[src/rtl/disp_refresh_ctrl.sv]
module disp_refresh_ctrl #(
  parameter int DWELL = 4,
  parameter logic [7:0] BLANK_CODE = 8'h00
) (
  input  logic       clk,
  input  logic       rst,
  input  logic       wr_en,
  input  logic       cmd_sel,
  input  logic [7:0] wr_data,
  output logic [3:0] scan,
  output logic [3:0] outa,
  output logic [3:0] outb,
  output logic       blank
);

  localparam int NPOS = 16;
  localparam int DW = (DWELL > 1) ? $clog2(DWELL) : 1;

  logic [7:0]    ram [NPOS];
  logic [7:0]    nxt [NPOS];
  logic [3:0]    digit, addr, last;
  logic [4:0]    presc, pre_cnt;
  logic [DW-1:0] dwell_cnt;
  logic          decoded, right_ent, eight, split, half_b;

  wire data_wr  = wr_en & ~cmd_sel;
  wire cmd_wr   = wr_en & cmd_sel;
  wire mode_wr  = cmd_wr && wr_data[7:5] == 3'b000;
  wire addr_wr  = cmd_wr && wr_data[7:5] == 3'b001;
  wire presc_wr = cmd_wr && wr_data[7:5] == 3'b100;
  wire fill_wr  = cmd_wr && wr_data[7:5] == 3'b110;
  wire pre_wrap = pre_cnt == presc;
  wire dig_end  = pre_wrap && dwell_cnt == DW'(DWELL - 1);

  assign last  = decoded ? 4'd3 : (eight ? 4'd7 : 4'd15);
  assign scan  = decoded ? (4'b0001 << digit[1:0]) : digit;
  assign outa  = ram[digit][7:4];
  assign outb  = ram[digit][3:0];
  assign blank = dwell_cnt == '0;

  always_ff @(posedge clk) begin
    if (rst || mode_wr) begin
      pre_cnt   <= '0;
      dwell_cnt <= '0;
      digit     <= '0;
    end else begin
      pre_cnt <= pre_wrap ? '0 : pre_cnt + 5'd1;
      if (pre_wrap) dwell_cnt <= dig_end ? '0 : dwell_cnt + DW'(1);
      if (dig_end)  digit <= (digit >= last) ? 4'd0 : digit + 4'd1;
    end
  end

  always_ff @(posedge clk) begin
    if (rst) begin
      {split, eight, right_ent, decoded} <= 4'b0000;
      presc  <= 5'd31;
      addr   <= '0;
      half_b <= 1'b0;
    end else begin
      if (mode_wr)  {split, eight, right_ent, decoded} <= wr_data[3:0];
      if (presc_wr) presc <= wr_data[4:0];
      if (addr_wr) begin
        addr   <= wr_data[3:0];
        half_b <= wr_data[4];
      end
      if (data_wr) addr <= (addr >= last) ? 4'd0 : addr + 4'd1;
    end
  end

  always_comb begin
    for (int i = 0; i < NPOS; i++) begin
      logic       take;
      logic [7:0] src;
      logic [3:0] nib;
      take = 1'b0;
      src  = wr_data;
      if (right_ent) begin
        if (4'(i) < last) begin
          take = 1'b1;
          src  = ram[4'(i + 1)];
        end else if (4'(i) == last) begin
          take = 1'b1;
        end
      end else if (4'(i) == addr) begin
        take = 1'b1;
      end
      if (right_ent && 4'(i) < last) nib = half_b ? src[3:0] : src[7:4];
      else                           nib = src[3:0];
      nxt[i] = ram[i];
      if (take) begin
        if (!split)      nxt[i] = src;
        else if (half_b) nxt[i] = {ram[i][7:4], nib};
        else             nxt[i] = {nib, ram[i][3:0]};
      end
    end
  end

  always_ff @(posedge clk) begin
    for (int i = 0; i < NPOS; i++) begin
      if (rst || fill_wr) ram[i] <= BLANK_CODE;
      else if (data_wr)   ram[i] <= nxt[i];
    end
  end

  AST_SCAN_ONEHOT: assert property (@(posedge clk) disable iff (rst)
    decoded |-> $countones(scan) == 1);

  AST_DIGIT_RANGE: assert property (@(posedge clk) disable iff (rst)
    digit <= last);

  AST_BLANK_ON_SWITCH: assert property (@(posedge clk) disable iff (rst)
    (digit != $past(digit)) |-> blank);

  AST_ADDR_WRAP: assert property (@(posedge clk) disable iff (rst)
    (data_wr && addr == last) |=> addr == 4'd0);

  AST_FILL_DONE: assert property (@(posedge clk) disable iff (rst)
    fill_wr |=> (ram[0] == BLANK_CODE && ram[NPOS-1] == BLANK_CODE));

endmodule

[config.mk]
export PLATFORM = sky130hd
export DESIGN_NAME = disp_refresh_ctrl
export DESIGN_NICKNAME = d
export VERILOG_FILES = /design/src/rtl/disp_refresh_ctrl.sv
export SDC_FILE = /design/constraint.sdc
export NUM_CORES = 1
export LEC_CHECK = 0
export BUFFER_PORTS_ARGS = -buffer_cell sky130_fd_sc_hd__buf_2
export CAP_MARGIN = 20
export CORE_AREA = 2 2 157 97
export DETAILED_ROUTE_END_ITERATION = 8
export DIE_AREA = 0 0 159 99
export PLACE_DENSITY = 0.82
export REMOVE_ABC_BUFFERS = 1
export SLEW_MARGIN = 5
export SYNTH_ARGS = -nofsm -noshare
export SYNTH_HDL_FRONTEND = slang
export SYNTH_SLANG_ARGS = --single-unit
export TNS_END_PERCENT = 1
[constraint.sdc]
create_clock -name clk -period 3.3 [get_ports clk]
set_input_delay 0 -clock clk [delete_from_list [all_inputs] [get_ports clk]]
set_output_delay 0 -clock clk [all_outputs]
set_load 0.01 [all_outputs]
==> run_results.csv, run 1 <==
group,metric,value,unit
outcome,status,"finished clean",
routing,vias_per_cell,6.72,
placement,place_inst,909,
worst_setup_path,crit_required,3300,ps
job,max_cap_viol_count,0,
logic_synthesis,synth-seq-cells,157,
placement,io_buffers,24,
sta,drv_slew,0,
logic_synthesis,synth.cell_area,0.00844,mm²
clocking,cts.clk_slew.worst_paths,60,ps
sta,setup_viol,0,
sta,rsz0062_at_grt,"false",
routing,drc,0,
worst_setup_path,critical-path-slowest-cell,"mux4_2",
pwr,seq_power_share,50.2,%
global_route,grt_pass1_wl,35600,µm
pwr,switching_share,25.2,%
global_route,grt_max_degree,53,
global_route,grt.overflow.total,0,
worst_setup_path,path_max_fanout,32,
clocking,numClockSinks,157,
worst_setup_path,cp.depth,4,
pwr,p_comb_share,8.7,%
logic_synthesis,post_synth.cell_area_avg,11.6,µm²
logic_synthesis,yosysWarnings,0,
clocking,clk_path_buf_depth,2,
sta,finClkSkew,9.20,ps
routing,antenna_left,0,
worst_setup_path,arrival,2570,ps
clocking,cts-resized-gates,0,
routing,drtIter0Drc,908,
die,die_h,99,µm
pwr,cellInternalPower,3.54,mW
pwr,switchingPower,1.19,mW
logic_synthesis,synth_ff_type,"edfxtp_1",
die,num_rows,34,
clocking,postCtsSetupRepairBufs,0,
sta,worst-slew-pin-transition,907,ps
pwr,leakagePower,3.59,nW
logic_synthesis,syn_inst,729,
placement,dpl.hpwl,16400,µm
sta,hold_viol,0,
logic_synthesis,ys_types,56,
logic_synthesis,async_flop_share,0,%
pwr,powerDensity,512,mW/mm²
worst_setup_path,cpMostUsedCell,"mux4_2",
pwr,pwr-share-clk,41.1,%
sta,fin_crit_sh,77.9,%
routing,vias,6369,
final_layout,area_growth,9.65,%
clocking,postCtsHoldBufs,7,
pwr,ir_drop,0.000331,V
logic_synthesis,yosys.area.top_type_share,45.6,%
routing,route.detailed.wl_per_inst,24.2,µm
clocking,cts_tree,"built",
global_route,grt_pass1_vias,6095,
worst_setup_path,cp_top_family,"multiplexers",
global_route,antenna_found_initial,0,
sta,timing.hold.ws,18.5,ps
sta,layout_min_cycle_time,2570,ps
die,boundaryPins,25,
pwr,power,4.74,mW
die,core_area,0.0143,mm²
routing,finalWirelength,22900,µm
final_layout,n_antenna_cell,0,
clocking,htreeDepth,4,
sta,fmax,0.389,GHz
worst_hold_path,min_path_cells,3,
clocking,clk_latency,430,ps
clocking,cts_made_buffers,17,
logic_synthesis,netlist_top_cells_area,"edfxtp_1 46%, mux4_2 11%, dfxtp_1 6.9%",
sta,relSlewSlack,39.5,%
worst_setup_path,crit_chain,"buf_4 -> mux4_2 -> mux4_2 -> buf_2",
logic_synthesis,yosysTopAreaCell,"edfxtp_1",
worst_setup_path,worst_setup_path_start_kind,"flop",
worst_setup_path,path_buf_inv,2,
worst_setup_path,crit_type,"reg -> out",
worst_setup_path,worstSetupEndpointType,"output pin",
routing,firstDrtPassIters,5,
placement,gp_congestion,1.04,
logic_synthesis,synth-seq-area-share,52.4,%
die,die_area,0.0157,mm²
die,initial_utilization,59.0,%
final_layout,drive_above_1_share,17.3,%
worst_hold_path,hold_path.class,"in -> reg",
clocking,cts-root-buf,"clkbuf_16",
final_layout,stdcell_count,948,
logic_synthesis,synth-edff-count,128,
global_route,grt_util_all_layers,30.2,%
die,die_w,159,µm
final_layout,finalNetCount,764,
worst_setup_path,critPathMaxStageDelay,630,ps
worst_setup_path,reg2reg_depth,4,
==> sequential cells by signal, indices dropped and copies added (netlist names), 2 cells and up, named ones only <==
register and flops:
addr 4, digit 4, dwell_cnt 2, pre_cnt 5, presc 5, ram 128
==> worst paths after layout <==
path | start | endpoint | slack (ps)
hold reg to reg | dwell_cnt[1]$_SDFFE_PP0P_ | dwell_cnt[1]$_SDFFE_PP0P_ | 500
setup reg to reg | right_ent$_SDFFE_PP0P_ | ram[6][6]$_SDFFCE_PN0P_ | 800
hold / removal | wr_data[6] | ram[15][6]$_SDFFCE_PN0P_ | 20
setup / recovery | flop | outb[2] | 730
==> worst register-to-register path, cell delays in order, from the launching register on <==
cell	delay (ps)
dfxtp_1	740
nand2b_1	600
nand2_1	310
a21oi_1	90
nor2_1	410
==> per-layer routing <==
| metal | wire (µm) | global-route usage, % |
|---|---|---|
| met1 | 9690 | 45.3 |
| met2 | 9590 | 42.2 |
| met3 | 3200 | 9.34 |
| met4 | 438 | 9.37 |
| met5 | 0 | 0 |
==> final cells by class <==
type | count | area [µm²]
fill | 1109 | 5040
sequential | 157 | 4430
multi-input combinational | 495 | 3650
clock buffer | 18 | 429
timing repair buffer | 40 | 258
tap | 198 | 248
clock inverter | 14 | 143
inverter | 26 | 97.6
==> through the flow <==
step | instance area, µm² | util [%] | TNS, ps | worst slack (ps)
finish | 9250 | 64.7 | 0 | 730
global route | 9250 | 64.7 | 0 | 647
CTS | 9250 | 64.7 | 0 | 704
detailed placement | 8610 | 60.2 | 0 | 947
global placement | 8610 | 60.2 | 0 | 969
floorplan | 8160 | - | -3800 | -77.7
==> cell usage in the layout, fill, tap and decap left out, drive strengths merged, types with 6 or more instances in the layout <==
cell type,n
a21oi,112
nand3,10
inv,29
xnor2,8
buf,33
mux2i,6
nand2b,11
nor2b,9
edfxtp,128
nand2,35
a21o,35
o22ai,26
dfxtp,29
clkbuf,18
nor2,95
o21ai,23
ha,15
dlygate4sd3,7
mux2,14
mux4,40
a211o,6
==> Yosys cell counts, drive strengths merged (9+ instances only) <==
| library cell | number |
|---|---|
| edfxtp | 128 |
| a21oi | 112 |
| nor2 | 95 |
| mux4 | 40 |
| a21o | 35 |
| nand2 | 35 |
| buf | 30 |
| dfxtp | 29 |
| inv | 26 |
| o22ai | 26 |
| o21ai | 23 |
| clkbuf | 21 |
| ha | 15 |
| mux2 | 14 |
| nand2b | 11 |
| nand3 | 10 |
| nor2b | 9 |
==> power by group through the flow <==
stage | sequential (mW) | combinational, mW | clock, mW
floorplan | 2.37 | 0.255 | 0
global placement | 2.41 | 0.382 | 0
detailed placement | 2.41 | 0.390 | 0
CTS | 2.37 | 0.401 | 1.94
global route | 2.39 | 0.438 | 2.02
finish | 2.38 | 0.410 | 1.95
==> kinds of logic (layout without fill, tap and decap cells) <==
kind of cell / count (synthesis) / in the layout / share of synthesized area [%]
AOI/OAI and AO/OA: 225 / 225 / 16.3
and+or+nand+nor: 184 / 184 / 10.3
DFF: 157 / 157 / 52.4
buffers and inverters: 77 / 98 / 4.39
muxes: 60 / 60 / 13.3
adders and majority gates: 15 / 15 / 2.22
xor gates and xnor gates: 11 / 11 / 1.14
Power figures use the tool's default switching activity.
==> run 2, diff against run 1 <==
ABC_AREA = 1   (was unset)
CORE_AREA = 2 2 168 104   (was 2 2 157 97)
DIE_AREA = 0 0 170 106   (was 0 0 159 99)
PLACE_DENSITY = 0.83   (was 0.82)
clock period = 2.4 ns   (was 3.3 ns; I/O delays follow)
==> run_results.csv, run 2 <==
group,metric,value,unit
logic_synthesis,synth-seq-cells,157,
worst_setup_path,worstSetupEndpointType,"output pin",
clocking,cts_made_buffers,17,
worst_setup_path,r2r_start,"addr[0]$_SDFFE_PP0P_",
clocking,numClockSinks,157,
clocking,clk_latency,440,ps
pwr,seq_power_share,47.5,%
final_layout,final_util,64.6,%
clocking,postCtsSetupRepairBufs,0,
routing,firstDrtPassIters,6,
clocking,cts_tree,"built",
logic_synthesis,yosys-top-cells-count,"294 x nand2_1, 164 x o21ai_0, 162 x inv_1, 128 x edfxtp_1, 100 x a21oi_1",
die,initial_utilization,58.8,%
final_layout,reg_top3,"ram x128, pre_cnt x5, presc x5",
sta,hold_viol,0,
placement,dpl.hpwl,21700,µm
sta,setup-tns-final,0,ps
sta,fin_crit_sh,92.1,%
logic_synthesis,synth.cell_area,0.00979,mm²
logic_synthesis,synth-edff-count,128,
final_layout,final_cell_mix,"294 x nand2_1, 164 x o21ai_0, 163 x inv_1, 128 x edfxtp_1, 100 x a21oi_1",
worst_setup_path,crit_type,"reg -> out",
placement,placedInstanceArea,0.0101,mm²
logic_synthesis,netlist_top_cells_area,"edfxtp_1 39%, nand2_1 11%, o21ai_0 8.4%",
pwr,power,6.81,mW
die,die_h,106,µm
sta,fmax,0.452,GHz
final_layout,largest_register_ffs,128,
pwr,switchingPower,1.88,mW
worst_setup_path,reg2reg_depth,6,
pwr,switching_share,27.6,%
routing,route.detailed.wl_per_inst,20.3,µm
sta,timing.hold.ws,52.9,ps
routing,antenna_left,0,
logic_synthesis,synth.most_common_cell,"nand2_1",
global_route,grt_max_degree,67,
routing,finalWirelength,31000,µm
routing,vias_per_cell,6.31,
logic_synthesis,syn_inst,1297,
placement,io_buffers,24,
final_layout,finalNetCount,1327,
die,core_area,0.0167,mm²
final_layout,n_antenna_cell,0,
logic_synthesis,synth_ff_type,"edfxtp_1",
die,die_area,0.0180,mm²
worst_setup_path,path_max_fanout,34,
die,num_rows,37,
worst_hold_path,min-delay-start,"wr_data[7]",
final_layout,area_growth,9.91,%
pwr,pwr-share-clk,42.0,%
logic_synthesis,yosysWarnings,0,
routing,drc,0,
logic_synthesis,async_flop_share,0,%
global_route,grt.overflow.total,0,
placement,gp_congestion,0.963,
worst_setup_path,crit_required,2400,ps
final_layout,fill_cells,1393,
clocking,cts-root-buf,"clkbuf_16",
pwr,cellInternalPower,4.92,mW
sta,layout_min_cycle_time,2210,ps
global_route,grt_util_all_layers,35.4,%
sta,rsz0062_at_grt,"false",
worst_hold_path,hold_path.class,"in -> reg",
logic_synthesis,synth-seq-area-share,45.2,%
pwr,p_comb_share,10.5,%
sta,finClkSkew,11.7,ps
worst_hold_path,holdPathEnd,"ram[15][7]$_SDFFCE_PN0P_",
logic_synthesis,yosys.area.top_type_share,39.2,%
pwr,powerDensity,632,mW/mm²
worst_setup_path,arrival,2210,ps
logic_synthesis,ys_types,38,
die,boundaryPins,25,
worst_hold_path,min_path_cells,3,
job,max_cap_viol_count,0,
clocking,htreeDepth,4,
pwr,ir_drop,0.000476,V
final_layout,regMostFlops,"ram",
sta,drv_slew,0,
logic_synthesis,post_synth.cell_area_avg,7.55,µm²
clocking,cts.clk_slew.worst_paths,70,ps
clocking,clk_path_buf_depth,2,
routing,drtIter0Drc,1598,
worst_setup_path,reg2reg_slack,210,ps
die,die_w,170,µm
global_route,grt_pass1_vias,8728,
routing,vias,9643,
sta,setup_viol,0,
global_route,grt_pass1_wl,48500,µm
final_layout,drive_above_1_share,8.91,%
sta,worst-slew-pin-transition,877,ps
outcome,status,"finished clean",
sta,relSlewSlack,41.4,%
global_route,antenna_found_initial,0,
logic_synthesis,yosysTopAreaCell,"edfxtp_1",
final_layout,fin_area,0.0108,mm²
final_layout,final_common_cell,"nand2_1",
worst_setup_path,worst_setup_path_start_kind,"flop",
worst_setup_path,r2r-end,"ram[6][6]$_SDFFCE_PN0P_",
pwr,leakagePower,4.51,nW
==> run 2: how the worst max path moves through the flow <==
stage	from	endpoint	depth (start not counted)
2_1_floorplan	flop	outb[2]	4
3_3_place_gp	addr[2]$_SDFFE_PP0P_	ram[5][5]$_SDFFCE_PN0P_	4
3_5_place_dp	addr[0]$_SDFFE_PP0P_	ram[5][5]$_SDFFCE_PN0P_	5
4_1_cts	flop	outa[2]	7
5_1_grt	flop	outa[1]	7
6_report	flop	outa[1]	7
==> run 2: power groups by stage <==
stage	Clock, mW	Sequential, mW	Combinational [mW]
finish	2.86	3.23	0.716
global route	2.94	3.25	0.775
CTS	2.83	3.23	0.683
detailed placement	0	3.29	0.670
global placement	0	3.28	0.655
floorplan	0	3.26	0.421
==> run 2: cells by family (layout without fill, tap and decap cells) <==
kind of cell / Yosys count / in the layout / synth area share, %
adder cells (fa/ha/maj): 15 / 15 / 1.92
XOR/XNOR: 5 / 5 / 0.447
AO/OA/AOI/OAI: 369 / 369 / 20.8
AND/OR/NAND/NOR: 502 / 502 / 21.4
buffers and inverters: 249 / 265 / 10.3
flip-flops: 157 / 157 / 45.2
==> run 2: timing repair <==
action | in CTS | in global routing
endpoints found under the hold margin | 10 | 0
hold buffers | 6 | 0
resized for setup | 0 | 0
==> run 2: worst max-delay path, cell delays in order, from the launching register on <==
cell and delay [ps]:
dfxtp_4 560, buf_4 390, nand2_1 140, o211ai_1 160, nand3_1 140, nand3_1 160, nand2_1 60, buf_2 140
==> run 2: cell type report <==
cell class	count	area, µm²	area share (%)
Clock buffer	21	526	4.88
Multi-Input combinational cell	891	4370	40.6
Clock inverter	11	88.8	0.825
Sequential cell	157	4430	41.1
Timing Repair Buffer	61	438	4.07
Tap cell	214	268	2.49
Inverter	172	646	6.00
==> run 2: stage by stage <==
step	std cells	worst slack [ps]
after global placement	1489	419
after CTS	1527	260
after detailed placement	1489	410
after floorplan	1220	-377
after global routing	1527	106
final	1527	189
==> run 2: metal layers <==
layer  vias to the layer above  global-route usage, %  part of all wire [%]
li1                       4385                      -                     -
met1                      4412                   52.2                    41
met2                       765                   47.9                    40
met3                        81                   14.1                    17
met4                         0                   9.52                   2.1
met5                         -                      0                     0
